### src/rtl/tick_prescaler.sv
module tick_prescaler #(
  parameter int NSRC  = 4,
  parameter int PRE_W = 2,
  parameter int DIV_W = 3
) (
  input  logic                    clk,
  input  logic                    rst_n,
  input  logic [NSRC-1:0]         src_in,
  input  logic [$clog2(NSRC)-1:0] src_sel,
  input  logic [PRE_W-1:0]        pre_sel,
  input  logic [DIV_W-1:0]        div_sel,
  input  logic                    clr,
  output logic                    tick
);
  localparam int C1 = (1 << PRE_W) - 1;

  logic          src_cur, src_prev, src_rise;
  logic [C1-1:0] s1_cnt, pre_m1;
  logic [DIV_W-1:0] s2_cnt;
  logic          s1_fire, s2_fire;

  assign src_cur  = src_in[src_sel];
  assign src_rise = src_cur & ~src_prev;
  assign pre_m1   = C1'((32'd1 << pre_sel) - 32'd1);
  assign s1_fire  = src_rise & (s1_cnt == '0);
  assign s2_fire  = s1_fire & (s2_cnt == '0);

  always_ff @(posedge clk or negedge rst_n)
    if (!rst_n) src_prev <= 1'b1;
    else        src_prev <= src_cur;

  always_ff @(posedge clk or negedge rst_n)
    if (!rst_n)        s1_cnt <= '0;
    else if (clr)      s1_cnt <= pre_m1;
    else if (src_rise) s1_cnt <= (s1_cnt == '0) ? pre_m1 : s1_cnt - 1'b1;

  always_ff @(posedge clk or negedge rst_n)
    if (!rst_n)       s2_cnt <= '0;
    else if (clr)     s2_cnt <= div_sel;
    else if (s1_fire) s2_cnt <= (s2_cnt == '0) ? div_sel : s2_cnt - 1'b1;

  always_ff @(posedge clk or negedge rst_n)
    if (!rst_n) tick <= 1'b0;
    else        tick <= s2_fire & ~clr;
endmodule

### config.mk
export PLATFORM = sky130hd
export DESIGN_NAME = tick_prescaler
export DESIGN_NICKNAME = d
export VERILOG_FILES = /design/src/rtl/tick_prescaler.sv
export SDC_FILE = /design/constraint.sdc
export NUM_CORES = 1
export LEC_CHECK = 0
export ABC_AREA = 1
export BUFFER_PORTS_ARGS = -buffer_cell sky130_fd_sc_hd__buf_2
export CORE_AREA = 10 10 47 49
export CTS_CLUSTER_DIAMETER = 80
export DETAILED_ROUTE_END_ITERATION = 6
export DIE_AREA = 0 0 57 59
export PLACE_DENSITY = 0.7
export RECOVER_POWER = 25
export SLEW_MARGIN = 5
export SYNTH_ARGS = -nofsm -noshare
export SYNTH_HDL_FRONTEND = slang
export SYNTH_SLANG_ARGS = --single-unit
### constraint.sdc
create_clock -name clk -period 1.5 [get_ports clk]
set_clock_uncertainty 0.05 [all_clocks]
set_input_delay 0.225 -clock clk [delete_from_list [all_inputs] [get_ports clk]]
set_output_delay 0.225 -clock clk [all_outputs]
set_load 0.1 [all_outputs]
==> impl_results.md <==
* GPL Wtd Cong at 0.844
* Fmax at 781 MHz
* First-pass GRT wire length at 1.95 mm
* Clock period minus worst slack at 1.28 ns
* Worst hold path type: primary input to flip-flop
* Critical path arrival at 1.37 ns
* CTS resizes at 0
* Max Slew Vio Count at 0
* Critical path origin: s1_cnt[0]
* CTS tree: built
* Setup violators final at 0
* Dpl hpwl at 948 um
* Netlist Area Pre-Place at 557 sq um
* Crit path kind: flip-flop to flip-flop
* Num CTS Buffers at 3
* Met3 GRT Util at 0.0343
* PD cells at 1350 nW/um^2
* Max Cap Viol at 0
* H-tree levels at 1
* Syn Nets at 85
* DP Area at 647 sq um
* DRC at 0
* Max VDD drop at 0.635 mV
* Final cycle utilization of the critical path at 0.854
* Vias at 501
* Clock Tree Buf Depth at 2
* Clk sink count at 8
* Worst setup margin at 0.220 ns
* Placed Cells at 97
* LEAKAGE at 0.364 nW
* CTS clk-pin slew, worst paths at 0.06 ns
* Sequential share of the synthesized area at 0.362
* Final hold violation count at 0
* Overall Power at 0.919 mW
* DR WL/cell at 11.0 um
* Layout Utilization at 0.487
* # Post-CTS Setup Buffers at 0
* Final cell count without fillers at 102
* Layout cell share with drive strength beyond 1 at 0.349
* Syn Area/Cell at 8.31 sq um
* Outcome: finished clean
* R2R setup slack at 0.22 ns
* # diodes at 0
* Setup tns final at 0 ns
* Initial core utilization at 0.397
* Area Growth Syn to Fin at 22.5%
* Global routing's busiest layer: met2
* Die H at 59 um
* Pre-antenna DRT Iters at 4
* Critical path peak fanout at 4
* Most frequent cells in the layout: nand2_1, buf_2, inv_1, nand3_1, dfrtp_1
* RR Endpoint: s2_cnt[0]
* Cells after Synth at 67
* DIE AREA at 3360 sq um
* Largest net degree at the start of global routing at 10
* Routing usage on met1 at 0.0821
* Die X at 57 um
* Nets at 105
* I/O pins at 15
* Clk_lat worst skew at 0.25 ns
* Number of cells on the worst reg-to-reg path at 7
* Hold_ws at 0.137 ns
* Distinct cells, synth at 17
* M2 GR Usage at 0.104
* 1st-iter DRT viols at 5
* End point of the critical path: s2_cnt[0]
* Pre-CTS WS at 0.215 ns
* Worst slew pin tran at 0.488 ns
* Core Region at 1400 sq um
* Flops & latches, synth at 8
* Cell Rows at 14
* # fillers at 142
* Gr usage total at 0.0687
* Routed wire length at 1.12 mm
* Initial antenna violation count at 0
* Antenna viol nets, final at 0
* # port buffers at 14
* Design Area, Final at 682 sq um
* Critical Path RT at 1.59 ns
* GR Overflow Total at 0
* RSZ-0062 raised after global routing: no
* Number of global-route vias before repair at 472
* Ys Warns at 0
* Startpoint types: flip-flop
* Max-slew headroom at 0.677
* R2r startpoint: s1_cnt[0]
* Critical Path End Type: flip-flop
* Clock Tree Root: clkbuf_4
* Vias per std cell at 4.91
-- registers in the layout, summed over array words and instances, names as in the netlist --
name      cells
s2_cnt        3
tick          1
s1_cnt        3
src_prev      1
-- layer usage --
layer	wire, um	up-vias
met5	0	-
met4	0	0
met3	107	0
met2	508	19
met1	504	227
li1	-	255
-- power breakdown --
part	switching, mW	leakage [nW]	total [mW]	internal, mW
clock	0.0773	0.0150	0.179	0.102
combinational	0.239	0.249	0.412	0.173
sequential	0.0464	0.0994	0.327	0.281
total	0.362	0.364	0.919	0.556
-- critical path, stage by stage, from the launching register on --
cell and delay, ns:
dfrtp_1 0.37, inv_1 0.10, ha_1 0.17, nand2_2 0.07, inv_1 0.06, nand4_1 0.18
nand3_1 0.12, nand2_1 0.05
-- synthesized netlist by cell type --
library cell | instances | share of area
nand3_2 | 3 | 0.054
dfstp_2 | 1 | 0.047
inv_2 | 2 | 0.013
dfrtp_1 | 7 | 0.31
inv_1 | 8 | 0.054
nand2_2 | 2 | 0.022
and2_1 | 1 | 0.011
nand2_4 | 4 | 0.081
inv_4 | 1 | 0.011
o21ai_0 | 4 | 0.036
nand4_1 | 1 | 0.011
nor3_2 | 1 | 0.018
xnor2_1 | 2 | 0.031
nand3_1 | 7 | 0.063
ha_1 | 4 | 0.090
nand2_1 | 13 | 0.088
o21ai_1 | 6 | 0.054
-- repair_timing --
item	in CTS	in global routing
hold buffers	1	0
hold endpoints to repair	8	0
setup endpoints to repair	0	0
-- how the worst min path moves through the flow --
| stage | from | end | slack (ns) | cells after the start |
|---|---|---|---|---|
| 2_1_floorplan | rst_n | s1_cnt[0] | -0.12 | 0 |
| 3_3_place_gp | rst_n | s2_cnt[2] | 0.02 | 1 |
| 3_5_place_dp | rst_n | s2_cnt[2] | 0.03 | 1 |
| 4_1_cts | clr | tick | 0.14 | 2 |
| 5_1_grt | clr | tick | 0.13 | 2 |
| 6_report | clr | tick | 0.14 | 2 |
-- kinds of logic (layout without fill, tap and decap cells) --
family / Yosys count / in the layout / synth area share
AND/OR/NAND/NOR: 32 / 32 / 0.348
flip-flops: 8 / 8 / 0.362
adder cells (fa/ha/maj): 4 / 4 / 0.0899
buffers and inverters: 11 / 30 / 0.0787
AO/OA/AOI/OAI: 10 / 10 / 0.0899
XOR/XNOR: 2 / 2 / 0.0315
-- final cells by class --
class / instances / area [sq um] / area share
Clock buffer: 4 / 26.3 / 0.0385
Tap cell: 16 / 20.0 / 0.0294
Sequential cell: 8 / 201 / 0.295
Inverter: 11 / 43.8 / 0.0642
Timing Repair Buffer: 15 / 78.8 / 0.116
Multi-Input combinational cell: 48 / 312 / 0.457
Power figures use the tool's default switching activity.
